==> src/rtl/ts_pkg.sv <==
package ts_pkg;
    typedef enum logic {CNT_RUN = 1'b0, CNT_HALT = 1'b1} cnt_state_e;
    typedef enum logic {ALM_IDLE = 1'b0, ALM_ARMED = 1'b1} alm_state_e;

    localparam int REG_CTRL   = 0;
    localparam int REG_CNT_LO = 1;
    localparam int REG_CNT_HI = 2;
    localparam int REG_ALM_LO = 3;
    localparam int REG_ALM_HI = 4;

    localparam int BIT_HALT = 1;
    localparam int BIT_GO   = 2;
    localparam int SEL_LSB  = 16;
endpackage

==> src/rtl/ts_bus_port.sv <==
module ts_bus_port
    import ts_pkg::*;
#(
    parameter int ADDR_W = 3,
    parameter int DATA_W = 32
) (
    input  logic              clk,
    input  logic              rst_n,
    input  logic              wr_en,
    input  logic [ADDR_W-1:0] addr,
    input  logic [DATA_W-1:0] wdata,
    input  logic [2*DATA_W-1:0] count,
    input  logic [DATA_W-1:0] alm_lo,
    input  logic [DATA_W-2:0] alm_hi,
    input  logic              armed,
    output logic              halt_cmd,
    output logic              go_cmd,
    output logic              cnt_lo_we,
    output logic              cnt_hi_we,
    output logic              alm_lo_we,
    output logic              alm_hi_we,
    output logic [1:0]        sel,
    output logic [DATA_W-1:0] rdata
);
    logic              ctrl_we;
    logic [1:0]        sel_q;
    logic [DATA_W-1:0] rd_next;

    always_comb begin
        ctrl_we   = wr_en && (addr == ADDR_W'(REG_CTRL));
        cnt_lo_we = wr_en && (addr == ADDR_W'(REG_CNT_LO));
        cnt_hi_we = wr_en && (addr == ADDR_W'(REG_CNT_HI));
        alm_lo_we = wr_en && (addr == ADDR_W'(REG_ALM_LO));
        alm_hi_we = wr_en && (addr == ADDR_W'(REG_ALM_HI));
        halt_cmd  = ctrl_we && wdata[BIT_HALT];
        go_cmd    = ctrl_we && wdata[BIT_GO];
    end

    always_ff @(posedge clk) begin
        if (!rst_n)       sel_q <= 2'b00;
        else if (ctrl_we) sel_q <= wdata[SEL_LSB+1:SEL_LSB];
    end
    assign sel = sel_q;

    always_comb begin
        rd_next = '0;
        case (addr)
            ADDR_W'(REG_CTRL):   rd_next[SEL_LSB+1:SEL_LSB] = sel_q;
            ADDR_W'(REG_CNT_LO): rd_next = count[DATA_W-1:0];
            ADDR_W'(REG_CNT_HI): rd_next = count[2*DATA_W-1:DATA_W];
            ADDR_W'(REG_ALM_LO): rd_next = alm_lo;
            ADDR_W'(REG_ALM_HI): rd_next = {armed, alm_hi};
            default:             rd_next = '0;
        endcase
    end

    always_ff @(posedge clk) begin
        if (!rst_n) rdata <= '0;
        else        rdata <= rd_next;
    end
endmodule

==> src/rtl/ts_ref_counter.sv <==
module ts_ref_counter
    import ts_pkg::*;
#(
    parameter int DATA_W  = 32,
    parameter int STEP_NS = 8
) (
    input  logic                clk,
    input  logic                rst_n,
    input  logic                halt_cmd,
    input  logic                go_cmd,
    input  logic                lo_we,
    input  logic                hi_we,
    input  logic [DATA_W-1:0]   wdata,
    output logic [2*DATA_W-1:0] count,
    output logic                halted
);
    localparam int CNT_W = 2 * DATA_W;

    cnt_state_e        state_q;
    logic [DATA_W-1:0] buf_lo, buf_hi;
    logic [CNT_W-1:0]  cnt_q;
    logic              resume_load;

    assign resume_load = (state_q == CNT_HALT) && go_cmd && !halt_cmd;

    // state register: stop and resume-load transitions
    always_ff @(posedge clk) begin
        if (!rst_n) begin
            state_q <= CNT_RUN;
        end else begin
            unique case (state_q)
                CNT_RUN:  if (halt_cmd)    state_q <= CNT_HALT;
                CNT_HALT: if (resume_load) state_q <= CNT_RUN;
            endcase
        end
    end

    // load buffer
    always_ff @(posedge clk) begin
        if (!rst_n) begin
            buf_lo <= '0;
            buf_hi <= '0;
        end else begin
            if (lo_we) buf_lo <= wdata;
            if (hi_we) buf_hi <= wdata;
        end
    end

    // counter value
    always_ff @(posedge clk) begin
        if (!rst_n)
            cnt_q <= '0;
        else if (resume_load)
            cnt_q <= {buf_hi, buf_lo};
        else if (state_q == CNT_RUN && !halt_cmd)
            cnt_q <= cnt_q + CNT_W'(STEP_NS);
    end

    assign count  = cnt_q;
    assign halted = (state_q == CNT_HALT);
endmodule

==> src/rtl/ts_alarm.sv <==
module ts_alarm
    import ts_pkg::*;
#(
    parameter int DATA_W = 32
) (
    input  logic                clk,
    input  logic                rst_n,
    input  logic                lo_we,
    input  logic                hi_we,
    input  logic [DATA_W-1:0]   wdata,
    input  logic [2*DATA_W-1:0] count,
    input  logic                route,
    output logic [DATA_W-1:0]   cmp_lo,
    output logic [DATA_W-2:0]   cmp_hi,
    output logic                armed,
    output logic                fire,
    output logic                pin
);
    localparam int CNT_W = 2 * DATA_W;

    alm_state_e state_q;
    logic       pin_q;

    assign fire = (state_q == ALM_ARMED) && (count >= {1'b0, cmp_hi, cmp_lo});

    // state register: arm, disarm and fire transitions
    always_ff @(posedge clk) begin
        if (!rst_n) begin
            state_q <= ALM_IDLE;
        end else if (hi_we) begin
            state_q <= wdata[DATA_W-1] ? ALM_ARMED : ALM_IDLE;
        end else begin
            unique case (state_q)
                ALM_IDLE:  state_q <= ALM_IDLE;
                ALM_ARMED: if (fire) state_q <= ALM_IDLE;
            endcase
        end
    end

    // compare value and pin
    always_ff @(posedge clk) begin
        if (!rst_n) begin
            cmp_lo <= '0;
            cmp_hi <= '0;
            pin_q  <= 1'b0;
        end else begin
            if (lo_we) cmp_lo <= wdata;
            if (hi_we) cmp_hi <= wdata[DATA_W-2:0];
            if (fire && route) pin_q <= ~pin_q;
        end
    end

    assign armed = (state_q == ALM_ARMED);
    assign pin   = pin_q;
endmodule

==> src/rtl/ts_counter_top.sv <==
module ts_counter_top
    import ts_pkg::*;
#(
    parameter int STEP_NS = 8,
    parameter int ADDR_W  = 3,
    parameter int DATA_W  = 32
) (
    input  logic              clk,
    input  logic              rst_n,
    input  logic              wr_en,
    input  logic [ADDR_W-1:0] addr,
    input  logic [DATA_W-1:0] wdata,
    output logic [DATA_W-1:0] rdata,
    output logic              sync_out
);
    localparam int CNT_W = 2 * DATA_W;

    logic              halt_cmd, go_cmd;
    logic              cnt_lo_we, cnt_hi_we, alm_lo_we, alm_hi_we;
    logic [1:0]        sel;
    logic [CNT_W-1:0]  count;
    logic              halted;
    logic [DATA_W-1:0] alm_lo;
    logic [DATA_W-2:0] alm_hi;
    logic              armed, fire;

    ts_bus_port #(.ADDR_W(ADDR_W), .DATA_W(DATA_W)) u_bus (
        .clk(clk), .rst_n(rst_n), .wr_en(wr_en), .addr(addr), .wdata(wdata),
        .count(count), .alm_lo(alm_lo), .alm_hi(alm_hi), .armed(armed),
        .halt_cmd(halt_cmd), .go_cmd(go_cmd),
        .cnt_lo_we(cnt_lo_we), .cnt_hi_we(cnt_hi_we),
        .alm_lo_we(alm_lo_we), .alm_hi_we(alm_hi_we),
        .sel(sel), .rdata(rdata)
    );

    ts_ref_counter #(.DATA_W(DATA_W), .STEP_NS(STEP_NS)) u_cnt (
        .clk(clk), .rst_n(rst_n), .halt_cmd(halt_cmd), .go_cmd(go_cmd),
        .lo_we(cnt_lo_we), .hi_we(cnt_hi_we), .wdata(wdata),
        .count(count), .halted(halted)
    );

    ts_alarm #(.DATA_W(DATA_W)) u_alm (
        .clk(clk), .rst_n(rst_n), .lo_we(alm_lo_we), .hi_we(alm_hi_we),
        .wdata(wdata), .count(count), .route(sel[1]),
        .cmp_lo(alm_lo), .cmp_hi(alm_hi), .armed(armed), .fire(fire),
        .pin(sync_out)
    );
endmodule

==> config.mk <==
export PLATFORM = sky130hd
export DESIGN_NAME = ts_counter_top
export DESIGN_NICKNAME = d
export VERILOG_FILES = /design/src/rtl/ts_pkg.sv /design/src/rtl/ts_bus_port.sv /design/src/rtl/ts_ref_counter.sv /design/src/rtl/ts_alarm.sv /design/src/rtl/ts_counter_top.sv
export SDC_FILE = /design/constraint.sdc
export NUM_CORES = 1
export LEC_CHECK = 0
export BUFFER_PORTS_ARGS = -buffer_cell sky130_fd_sc_hd__buf_2
export CAP_MARGIN = 20
export CORE_ASPECT_RATIO = 0.8
export CORE_MARGIN = 2
export CORE_UTILIZATION = 60
export CTS_CLUSTER_SIZE = 16
export DETAILED_ROUTE_END_ITERATION = 10
export GPL_TIMING_DRIVEN = 0
export PLACE_DENSITY = 0.89
export SYNTH_ARGS = -nofsm -noshare
export SYNTH_HDL_FRONTEND = slang
export SYNTH_SLANG_ARGS = --single-unit
==> constraint.sdc <==
create_clock -name clk -period 5.7 [get_ports clk]
set_input_delay 1.14 -clock clk [delete_from_list [all_inputs] [get_ports clk]]
set_output_delay 1.14 -clock clk [all_outputs]
set_load 0.1 [all_outputs]
==> results.md <==
* M1 WL at approximately 18 mm
* Adder-cell share of the synthesized area at 6.843%
* CP Class: input pin to flop
* Yosys top cell area share at between 30% and 40%
* DP HPWL at between 30 and 40 mm
* Power Density at about 280 mW/mm²
* Vias at between 10000 and 15000
* Mux share of post-synthesis cell area at 0.2673%
* Syn_nets at around 1600
* Skew final at 0.009381 ns
* Num CTS Buffers at 23
* Setup TNS at 0 ns
* First-pass GRT wire length at about 70 mm
* GPL Wtd Cong at about 1.1
* Final min period at around 3.8 ns
* Status: completed
* Post-Synth Simple-Gate Area at 23.01%
* Ports at 71
* Hold Path Class: flop to flop
* Largest net degree at the start of global routing at 15
* Starting density of the core at 61.49%
* Setup-failing EPs final at 0
* DR pass1 iterations at 6
* Clock sinks at roughly 230
* CP dominant cell by count: clkbuf_1
* Peak supply drop at about 0.24 mV
* Max Cap Viol at 0
* Hold-fix buffers, CTS at 0
* CTS tree: done
* WP data arrival at 4.25 ns
* RSZ-0062 raised after global routing: false
* Die H at 128.9 µm
* Post-Syn Instances at between 1500 and 2000
* Wire length on met2 at 19.01 mm
* Nets at 1731
* Yosys warns at 0
* Total GRT Usage at 45.07%
* Row cnt at between 40 and 50
* Width of the die at around 160 µm
* Clock transition at path regs at around 0.07 ns
* Top sig layer: met5
* Synth async-reset ratio at 0%
* ANT cells at 0
* Count leader, synth: nand2_1
* Main area contributors after synthesis: dfxtp_1 (39%), nand2_1 (11%), a21oi_1 (9.9%), ha_1 (6.8%), a22oi_1 (4.9%)
* Hold Fails Final Rpt at 0
* Largest area contributor in the netlist: dfxtp_1
* Core area at about 0.019 mm²
* Compound-Gate Fraction of Synth Area at about a quarter
* Period Utilization, post-route at about 67%
* Family with the most delay on the worst path: buffers and inverters
* Setup bufs post-CTS at 0
* Tot Pwr at 0.003636 W
* Top cells by count, synth: nand2_1 (345), a21oi_1 (232), dfxtp_1 (228)
* FF+latch count, synth at between 200 and 250
* CP max stage delay at ~0.8 ns
* Slew @ Worst Pin at between 1 and 1.5 ns
* Buf/Inv on CP at 4
* WL met3 at between 8 and 9 mm
* Slew Limit Fails at 0
* CTS root buf: clkbuf_16
* Initial antenna violation count at 0
* Slew HR at approximately 14%
* Synth Area in XOR/XNOR at 0%
* Sequential Area at roughly 0.0046 mm²
* Total global routing overflow at 0
* CTS H-tree lvls at 1
* Sequential-to-total area share from yosys stat at approximately two fifths
* Via density at 6.780
* Layout cell share with drive strength beyond 1 at around 8%
* Avg Inst Size Synth at around 7.6 µm²
* Multi-input gate area at 0.006434 mm²
* Clk Latency, worst-skew pair at between 0.5 and 0.6 ns
* Critical path cell sequence: clkbuf_1 > nor4b_4 > and4b_1 > buf_2 > clkbuf_1 > clkbuf_1 > nand3_1 > o2111ai_1
* Mapped Area at roughly 0.012 mm²
* Largest family of logic cells by synthesized area: compound AO/OA/AOI/OAI gates
* Required time of the critical path at roughly 6.2 ns
* Pleak at around 4.6 nW
* Distinct cells, synth at 70
* Port Buffer Count at 65
* Final wirelength at roughly 48 mm
* Layout overhead on the synthesized area at 12.84%
* CTS max path bufs at 3
* Per-cell routed wire length at around 25 µm
* Die area at between 0.02 and 0.025 mm²
* Iter 0 DRT Violations at 2277
* Critical path capture point type: flop
* Startpoint Class: input pin
* Max Fclk at approximately 0.26 GHz
* Post-DRT Antenna Nets at 0
* Vias in the first global route at about 12000
* Post-synth EDFFs at 0
* Post-cts sizing count at 0
* Synth Flop Type: dfxtp_1
* Residual DRC at 0
* Slowest cell on crit path: clkbuf_1
* FILL cells at roughly 1600
* Worst Path Max Fanout at 10
==> kinds of logic (layout without fill, tap and decap cells) <==
logic type / Yosys count / in the layout
muxes: 3 / 3
adders and majority gates: 64 / 64
AOI/OAI and AO/OA: 478 / 478
buffers and inverters: 183 / 289
DFF: 228 / 228
and+or+nand+nor: 583 / 583
==> metal layers <==
| layer | vias up | track usage, % |
|---|---|---|
| li1 | 5651 | - |
| met1 | 5970 | 62.32 |
| met2 | 1104 | 64.37 |
| met3 | 176 | 15.15 |
| met4 | 2 | 18.76 |
| met5 | - | 1.136 |
==> path summary, 6_finish.rpt <==
check | slack, ns | start | endpoint | cells after the start
worst min register to register | 0.45 | u_cnt.buf_lo[0] | u_cnt.count[0] | 2
worst min-delay path | 0.45 | u_cnt.buf_lo[0] | u_cnt.count[0] | 2
worst max register to register | 2.30 | u_cnt.count[33] | u_alm.pin | 7
worst max-delay path | 1.90 | wr_en | u_cnt.count[37] | 8
==> cells in the final DEF, fill, tap and decap left out, drive strengths merged, types with 10 or more instances in the layout <==
master | synthesis | final
buf | 11 | 76
nand3 | 30 | 30
o22ai | 10 | 10
nand2 | 345 | 345
inv | 74 | 75
nor3 | 25 | 25
nor4 | 12 | 12
a311oi | 10 | 10
clkbuf | 98 | 131
and3 | 23 | 23
nand4 | 31 | 31
o21ai | 64 | 64
a22oi | 77 | 77
and2 | 17 | 17
nor2 | 61 | 61
a211oi | 14 | 14
dfxtp | 228 | 228
a21oi | 232 | 232
ha | 64 | 64
==> sequential cells by signal, indices dropped and copies added, names as in the netlist <==
name,flops
u_alm.cmp_hi,31
u_alm.pin,1
u_cnt.halted,1
u_cnt.buf_hi,32
u_alm.armed,1
u_bus.rdata,32
u_cnt.count,64
u_alm.cmp_lo,32
u_bus.sel,2
u_cnt.buf_lo,32
==> through the flow <==
step                      area [µm²]  setup slack, ns  util [%]  cells  hold WS (ns)
after floorplan                11700            2.687         -   1539        0.4317
after global placement         12350            1.624     64.90   1862        0.4362
after detailed placement       12350            1.608     64.90   1862        0.4426
after CTS                      13210            2.105     69.39   1903        0.4517
after global routing           13210            1.859     69.39   1903        0.4661
final                          13210            1.898     69.39   1903        0.4512
==> where the power goes <==
group,internal (W),switching (W)
combinational,0.0000637,0.000202
sequential,0.00162,0.0000219
clock,0.00106,0.000673
total,0.00274,0.000897
==> tightest hold or removal path, stage by stage, from the launching register on <==
cell,delay [ns]
dfxtp_1,0.31
nand2_1,0.05
a21oi_1,0.05
==> area by class of cell <==
cell class                      count  share of cell area (%)
Multi-Input combinational cell   1128                   48.72
Clock inverter                      8                   1.298
Sequential cell                   228                   34.57
Inverter                           74                   2.103
Tap cell                          258                   2.445
Clock buffer                       33                   5.173
Buffer                            109                   3.231
Timing Repair Buffer               65                   2.464
No activity file was read; power rests on OpenSTA's default activity.
